<file path="src/rtl/seg_reval_pkg.sv">
package seg_reval_pkg;
  // Field positions inside a cached descriptor flags word
  localparam int DPL_LO   = 13;  // privilege level in [DPL_LO+1:DPL_LO]
  localparam int CODE_BIT = 11;  // executable segment
  localparam int CONF_BIT = 10;  // conforming code
  localparam int SYS_BIT  = 12;  // descriptor type, not used here
endpackage

</file>
<file path="src/rtl/seg_priv_check.sv">
module seg_priv_check #(
  parameter int CPL_W = 2
) (
  input  logic [CPL_W-1:0] dpl,
  input  logic             is_code,
  input  logic             is_conf,
  input  logic [CPL_W-1:0] cpl,
  output logic             stale
);
  // Conforming code is exempt; everything else must not be more privileged
  always_comb begin
    stale = 1'b0;
    if (!(is_code && is_conf))
      stale = (dpl < cpl);
  end
endmodule

</file>
<file path="src/rtl/seg_sweep_ctrl.sv">
module seg_sweep_ctrl #(
  parameter int NUM_SEGS = 4,
  parameter int CPL_W    = 2,
  localparam int STEP_W  = $clog2(NUM_SEGS + 1)
) (
  input  logic              clk,
  input  logic              rst,
  input  logic              start,
  input  logic [CPL_W-1:0]  old_cpl,
  input  logic [CPL_W-1:0]  new_cpl,
  output logic              busy,
  output logic [STEP_W-1:0] step,
  output logic              check_en,
  output logic [CPL_W-1:0]  cpl_q,
  output logic              done
);
  localparam logic [STEP_W-1:0] LAST_STEP = STEP_W'(NUM_SEGS);

  always_ff @(posedge clk) begin
    if (rst) begin
      busy  <= 1'b0;
      step  <= '0;
      cpl_q <= '0;
      done  <= 1'b0;
    end else begin
      done <= 1'b0;
      if (!busy) begin
        if (start) begin
          if (new_cpl > old_cpl) begin
            busy  <= 1'b1;
            step  <= '0;
            cpl_q <= new_cpl;
          end else begin
            done <= 1'b1;
          end
        end
      end else if (step == LAST_STEP) begin
        busy <= 1'b0;
        step <= '0;
        done <= 1'b1;
      end else begin
        step <= step + 1'b1;
      end
    end
  end

  assign check_en = busy && (step != LAST_STEP);

  // a non-outward return finishes at once without a sweep
  p_skip_done_r6: assert property (@(posedge clk) disable iff (rst)
    (!busy && start && !(new_cpl > old_cpl)) |=> (done && !busy));

  // done is a single-cycle pulse
  p_done_pulse_r7: assert property (@(posedge clk) disable iff (rst)
    done |=> !done);

  // start during a running sweep does not disturb it
  p_restart_ignored_r8: assert property (@(posedge clk) disable iff (rst)
    (check_en && start) |=> (busy && $stable(cpl_q)));

  // steps advance by one per cycle
  p_step_advance_r1: assert property (@(posedge clk) disable iff (rst)
    (busy && step != '0) |-> (step == $past(step) + 1'b1));
endmodule

</file>
<file path="src/rtl/seg_revalidate.sv">
module seg_revalidate
  import seg_reval_pkg::*;
#(
  parameter int NUM_SEGS = 4,
  parameter int CPL_W    = 2,
  parameter int FLAGS_W  = 32,
  localparam int SEL_W   = $clog2(NUM_SEGS),
  localparam int STEP_W  = $clog2(NUM_SEGS + 1)
) (
  input  logic               clk,
  input  logic               rst,
  input  logic               start,
  input  logic [CPL_W-1:0]   old_cpl,
  input  logic [CPL_W-1:0]   new_cpl,
  output logic [SEL_W-1:0]   rd_idx,
  input  logic [FLAGS_W-1:0] rd_flags,
  output logic               clr_en,
  output logic [SEL_W-1:0]   clr_idx,
  output logic               done
);
  logic              busy;
  logic [STEP_W-1:0] step;
  logic              check_en;
  logic [CPL_W-1:0]  cpl_q;
  logic              stale;
  logic [CPL_W-1:0]  ent_dpl;
  logic              ent_code;
  logic              ent_conf;
  logic              unused_flag_bits;

  seg_sweep_ctrl #(.NUM_SEGS(NUM_SEGS), .CPL_W(CPL_W)) u_ctrl (
    .clk      (clk),
    .rst      (rst),
    .start    (start),
    .old_cpl  (old_cpl),
    .new_cpl  (new_cpl),
    .busy     (busy),
    .step     (step),
    .check_en (check_en),
    .cpl_q    (cpl_q),
    .done     (done)
  );

  assign rd_idx   = check_en ? step[SEL_W-1:0] : '0;
  assign ent_dpl  = rd_flags[DPL_LO +: CPL_W];
  assign ent_code = rd_flags[CODE_BIT];
  assign ent_conf = rd_flags[CONF_BIT];
  assign unused_flag_bits = ^{rd_flags[FLAGS_W-1:DPL_LO+CPL_W],
                              rd_flags[SYS_BIT], rd_flags[CONF_BIT-1:0]};

  seg_priv_check #(.CPL_W(CPL_W)) u_check (
    .dpl     (ent_dpl),
    .is_code (ent_code),
    .is_conf (ent_conf),
    .cpl     (cpl_q),
    .stale   (stale)
  );

  always_ff @(posedge clk) begin
    if (rst) begin
      clr_en  <= 1'b0;
      clr_idx <= '0;
    end else begin
      clr_en  <= check_en && stale;
      clr_idx <= rd_idx;
    end
  end

  // successive clear commands target ascending entries
  p_clear_order_r1: assert property (@(posedge clk) disable iff (rst)
    (clr_en && $past(clr_en)) |-> (clr_idx == $past(clr_idx) + 1'b1));

  // a conforming code entry is never nulled
  p_conforming_kept_r3: assert property (@(posedge clk) disable iff (rst)
    (check_en && rd_flags[CODE_BIT] && rd_flags[CONF_BIT]) |=> !clr_en);

  // a too-privileged non-conforming entry is nulled next cycle
  p_stale_cleared_r4: assert property (@(posedge clk) disable iff (rst)
    (check_en && !(rd_flags[CODE_BIT] && rd_flags[CONF_BIT]) &&
     (rd_flags[DPL_LO +: CPL_W] < cpl_q))
    |=> (clr_en && clr_idx == $past(rd_idx)));

  // completion never overlaps a clear command
  p_done_alone_r7: assert property (@(posedge clk) disable iff (rst)
    !(clr_en && done));
endmodule

</file>
<file path="config.mk">
export PLATFORM = sky130hd
export DESIGN_NAME = seg_revalidate
export DESIGN_NICKNAME = d
export VERILOG_FILES = /design/src/rtl/seg_reval_pkg.sv /design/src/rtl/seg_priv_check.sv /design/src/rtl/seg_sweep_ctrl.sv /design/src/rtl/seg_revalidate.sv
export SDC_FILE = /design/constraint.sdc
export NUM_CORES = 1
export LEC_CHECK = 0
export BUFFER_PORTS_ARGS = -buffer_cell sky130_fd_sc_hd__buf_2
export CAP_MARGIN = 15
export CORE_MARGIN = 8
export CORE_UTILIZATION = 39
export CTS_CLUSTER_SIZE = 24
export DETAILED_ROUTE_END_ITERATION = 12
export PLACE_DENSITY_LB_ADDON = 0.08
export SLEW_MARGIN = 30
export SYNTH_ARGS = -nofsm -noshare
export SYNTH_HDL_FRONTEND = slang
export SYNTH_SLANG_ARGS = --single-unit
export TNS_END_PERCENT = 50
</file>
<file path="constraint.sdc">
create_clock -name clk -period 3.7 [get_ports clk]
set_input_delay 0.185 -clock clk [delete_from_list [all_inputs] [get_ports clk]]
set_output_delay 0.185 -clock clk [all_outputs]
set_load 0.02 [all_outputs]
</file>
==> impl_results.md, run 1 <==
- Die Y: 52.67 um
- Largest stage delay, worst path: 330 ps
- TritonCTS clock tree: done
- Clk sinks: 10
- Post-layout util: 0.4995
- Status: finished, final reports clean
- Critical-path cell list: inv_1 > ha_1 > a21bo_2 > nor2_1 > buf_2
- Rows: 13
- Worst Path Max Fanout: 6
- Initial Util: 0.4080
- I/O Buffers: 16
- Worst EP required: 3510 ps
- Sw frac: 0.2576
- Routed WL: 1052 um
- Shortest period the worst path allows: 1606 ps
- FF+latch count, synth: 10
- Max Cap Viol: 0
- Die Span X: 52.67 um
- Max Root-Sink Buffers: 2
- RR Startpoint: u_ctrl.step[0]
- Synth cell types: 26
- Syn Nets: 101
- Number of global-route vias before repair: 430
- CP Capture Type: output port
- Core Box Area: 1285 um2
- Synth area leaders: dfxtp_1, ha_1, nand2b_1
- Cell area after synthesis: 524.3 um2
- Avg Inst Size Synth: 9.197 um2
- Final GP Congestion: 0.6864
- Clk_skew: 2.855 ps
- Fraction of registers with async set/reset: 0
- Setup tns final: 0 ps
- Pin count of the biggest net entering global routing: 16
- WS Path Type: reg -> out
- Worst Hold Class: in -> reg
- NumNets Final: 121
- Clock power frac: 0.310
- Combinational share of power: 0.178
- Seq/Total Area, Yosys: 0.3819
- CP arrival: 1420 ps
- Die area: 2774 um2
- Worst setup margin: 2094 ps
- Post-CTS Resized: 0
- Root Driver: clkbuf_4
- Critical Path Start Type: flip-flop
- DRT iter0 DRCs: 13
- IO Count: 45
- Slew margin rel.: 0.8201
- Total setup buffers inserted after CTS: 0
- Max Fclk: 622.8 MHz
- Initial antenna violation count: 0
- Routed len/inst: 11.69 um
- RSZ-0062 raised after global routing: no
- Number of enable flip-flop cells after synthesis: 0
- PwrDens: 353.0 nW/um2
- Fin. max-slew vios: 0
- Via count: 445
- Final period util: 0.4339
- Worst min-delay path startpoint: new_cpl[0]
- Estimated wirelength of the detail-placed design: 837.7 um
- Seq pwr share: 0.512
- Switch Pwr: 0.05837 mW
- Setup violators final: 0
- Cts hold-fix bufs: 0
- Pint: 0.1682 mW
- Commonest non-fill, non-tap cells in the layout: buf_2, dfxtp_1, inv_1
- DR DRC count: 0
- Commonest non-fill, non-tap cell in the layout: buf_2
- VDD IR max: 0.2545 mV
- Synthesis-to-finish area growth: 22.43%
- Crit. Startpoint: u_ctrl.step[0]
- Endpoints failing hold: 0
- Worst slack at placement: 2320 ps
- First-pass GRT wire length: 1752 um
- Total GRT Usage: 0.08461
- Fill cell count: 130
- Leakage: 0.2953 nW
- Power, Total: 0.2265 mW
- Slowest CP cell: dfxtp_1
- Synth warn: 0
- Share of layout cells above drive strength 1: 0.3067
- Clock-pin slew on the worst setup and hold paths: 60 ps
- Vias per cell: 4.944
- Total gr overflow: 0
- CTS H-Tree Depth: 1
- Top FF cell, synth: dfxtp_1
- Cell taking the most area after synthesis: dfxtp_1
- Drt first pass iters: 4
- Worst-Margin Slew: 269.2 ps
- Synth top area share: 0.3819
- Final ANT Viol Nets: 0
- Post-Syn Instances: 57
- CTS Buf Count: 3
- N_diodes: 0
- Clock Latency Late Sink: 260 ps
-- final timing paths --
path,slack (ps),depth (start not counted),to
worst max-delay path,2090,5,rd_idx[1]
worst min-delay path,200,3,u_ctrl.cpl_q[0]
worst max register to register,2330,4,u_ctrl.step[2]
worst min register to register,470,2,u_ctrl.cpl_q[0]
-- cells by family after synthesis --
family                     after synthesis  share of synthesized area
DFF                                     10                     0.3819
AOI/OAI and AO/OA                       12                     0.1838
and+or+nand+nor                         20                     0.2196
buffers and inverters                    8                    0.05726
adders and majority gates                5                     0.1193
muxes                                    2                    0.03819
-- layout make-up --
class / instances / area, um2 / share of cell area
Tap cell: 15 / 18.77 / 0.02924
Inverter: 7 / 26.28 / 0.04094
Multi-Input combinational cell: 39 / 294.0 / 0.4581
Timing Repair Buffer: 16 / 80.08 / 0.1248
Clock buffer: 3 / 22.52 / 0.03509
Sequential cell: 10 / 200.2 / 0.3119
-- critical path, delay by kind of cell, from the launching register on --
| family | cells | cell delay (ps) |
|---|---|---|
| compound gates | 1 | 260 |
| simple gates | 1 | 80 |
| flops | 1 | 330 |
| fa+ha+maj | 1 | 240 |
| buf+inv | 2 | 250 |
-- layer usage --
layer / up-vias / GRT usage / wire (um)
met5: - / 0 / 0
met4: 0 / 0.01293 / 0
met3: 0 / 0.06250 / 115
met2: 14 / 0.1285 / 463
met1: 191 / 0.09470 / 474
li1: 240 / - / -
-- flip-flops by register name (all words and copies together) (netlist names) --
register / cells
clr_en: 1
clr_idx: 2
u_ctrl.busy: 1
u_ctrl.cpl_q: 2
u_ctrl.done: 1
u_ctrl.step: 3
-- cells in the mapped netlist, types with 2 or more instances --
master and n:
or3_2 2, o2bb2ai_1 2, nand2_1 4, nor2_1 3, ha_1 5, nand2b_1 4
mux2i_1 2, a21oi_1 2, nor3_1 2, inv_1 6, dfxtp_1 10
-- power by group through the flow --
| stage | combinational [mW] | clock, mW | sequential, mW |
|---|---|---|---|
| global placement | 0.0401 | 0 | 0.118 |
| finish | 0.0404 | 0.0702 | 0.116 |
| CTS | 0.0405 | 0.0751 | 0.116 |
| detailed placement | 0.0402 | 0 | 0.118 |
| floorplan | 0.0264 | 0 | 0.119 |
| global route | 0.0463 | 0.0808 | 0.117 |
-- metrics by stage --
stage | cell area [um2] | std cells | hold WS (ps)
floorplan | 524.3 | 57 | 331.2
global placement | 619.3 | 87 | 465.1
detailed placement | 619.3 | 87 | 468.4
CTS | 641.9 | 90 | 188.1
global route | 641.9 | 90 | 191.6
finish | 641.9 | 90 | 195.1
(Power assumes the default switching activity.)
==> run 2, diff against run 1 <==
CORE_UTILIZATION = 36   (was 39)
clock period = 1.57 ns   (was 3.7 ns; I/O delays follow)
==> run 2 against run 1 <==
Power grew to 2.7 times the previous value. Utilization shrank 0.42 points. Clock power grew to 3.3 times the previous value. Final area grew 2.9%. Hold slack lost 110 ps. Clock skew is essentially flat. Worst setup slack lost 2000 ps. Largest power group unchanged. Non-clock buffer count is the same. Largest cell class unchanged.
==> impl_results.md, run 2 (synthesized netlist as in run 1, its figures left out) <==
- Status: finished, final reports clean
- CP Capture Type: output port
- NumNets Final: 121
- Final ANT Viol Nets: 0
- Max Cap Viol: 0
- Max Root-Sink Buffers: 2
- Initial antenna violation count: 0
- WHS Path Cells: 3
- Worst min-delay path startpoint: new_cpl[1]
- Shortest period the worst path allows: 1450 ps
- Die Y: 54.16 um
- Worst setup margin: 120.4 ps
- CTS H-Tree Depth: 1
- Die Span X: 54.16 um
- Routed WL: 1034 um
- Number of global-route vias before repair: 391
- Via count: 442
- Clk_skew: 3.098 ps
- Drt first pass iters: 4
- Reg-to-reg slack, setup: 260 ps
- Critical Path Start Type: flip-flop
- Worst slack at placement: 217.2 ps
- RR Startpoint: u_ctrl.step[0]
- Share of layout cells above drive strength 1: 0.3421
- CP arrival: 1370 ps
- Root Driver: clkbuf_4
- Estimated wirelength of the detail-placed design: 835.3 um
- VDD IR max: 0.4615 mV
- Rows: 13
- GR Util met2: 0.08397
- Pin count of the biggest net entering global routing: 16
- N_diodes: 0
- Gr busiest metal: met1
- Fin. max-slew vios: 0
- Worst hold slack: 84.10 ps
- Worst R2R Path Depth: 4
- DR DRC count: 0
- Slew margin rel.: 0.8252
- Largest regs: u_ctrl.step: 3 flops, clr_idx: 2 flops, u_ctrl.cpl_q: 2 flops
- Max Fclk: 689.9 MHz
- Met1 Usage GRT: 0.1125
- Endpoints failing hold: 0
- RR Endpoint: u_ctrl.step[2]
- Worst Path Max Fanout: 6
- Power, Total: 0.6013 mW
- Synthesis-to-finish area growth: 26.01%
- WS Path Type: reg -> out
- Endpoint, Worst Hold: u_ctrl.cpl_q[1]
- I/O Buffers: 16
- Final period util: 0.9233
- Commonest non-fill, non-tap cell in the layout: buf_2
- Final GP Congestion: 0.7299
- Post-layout util: 0.4953
- Clock Latency Late Sink: 270 ps
- TritonCTS clock tree: done
- Total GRT Usage: 0.08070
- Total gr overflow: 0
- DRT iter0 DRCs: 5
- IO Count: 45
- Leakage: 0.3015 nW
- PwrDens: 910.2 nW/um2
- Top reg by flops: u_ctrl.step
- Max reg flops: 3
- Cts hold-fix bufs: 0
- Setup tns final: 0 ps
- Clock-pin slew on the worst setup and hold paths: 70 ps
- GR Util met3: 0.03581
- Clk sinks: 10
- Core Box Area: 1334 um2
- Routed len/inst: 11.36 um
- Worst EP required: 1490 ps
- RSZ-0062 raised after global routing: no
- Vias per cell: 4.857
- Commonest non-fill, non-tap cells in the layout: buf_2, dfxtp_1, inv_1
- Setup violators final: 0
- Initial Util: 0.3931
- Worst Hold Class: in -> reg
- CTS Buf Count: 3
- First-pass GRT wire length: 1690 um
- Die area: 2933 um2
- Worst-Margin Slew: 261.6 ps
## run 2: layer usage
| metal | routed length, um | vias up |
|---|---|---|
| met5 | 0 | - |
| met4 | 29 | 0 |
| met3 | 84 | 4 |
| met2 | 398 | 15 |
| met1 | 520 | 181 |
| li1 | - | 242 |
## run 2: through the flow
stage,cell area (um2),std cells
2_1_floorplan,524.3,57
3_3_place_gp,619.3,87
3_5_place_dp,619.3,87
4_1_cts,655.6,91
5_1_grt,660.6,91
6_report,660.6,91
## run 2: worst max path at each step
stage                     end           start  slack, ps
2_1_floorplan  u_ctrl.step[2]  u_ctrl.step[0]        300
3_3_place_gp           clr_en  u_ctrl.step[0]        230
3_5_place_dp   u_ctrl.step[2]  u_ctrl.step[0]        220
4_1_cts             rd_idx[1]  u_ctrl.step[0]         50
5_1_grt             rd_idx[1]  u_ctrl.step[1]         30
6_report            rd_idx[0]  u_ctrl.step[0]        120
## run 2: area by class of cell
| cell class | count | area, um2 |
|---|---|---|
| Tap cell | 15 | 18.77 |
| Fill cell | 143 | 673.1 |
| Multi-Input combinational cell | 39 | 296.5 |
| Inverter | 7 | 26.28 |
| Timing Repair Buffer | 16 | 82.58 |
| Clock buffer | 4 | 36.28 |
| Sequential cell | 10 | 200.2 |
## run 2: power breakdown
group | leakage [nW] | switching (mW) | total [mW] | internal [mW]
clock | 0.0210 | 0.0917 | 0.233 | 0.141
combinational | 0.199 | 0.0522 | 0.0956 | 0.0434
sequential | 0.0812 | 0.00766 | 0.273 | 0.265
total | 0.301 | 0.152 | 0.601 | 0.450
## run 2: repair_timing
action | in CTS | in global routing
gates resized for setup | 0 | 3
setup buffers | 0 | 0
endpoints found under the setup margin | 0 | 2
## run 2: critical path, cell delays in order (launching register included)
cell and delay [ps]:
dfxtp_1 350, inv_2 70, ha_2 190, a21bo_2 260, nor2_1 80, buf_2 160
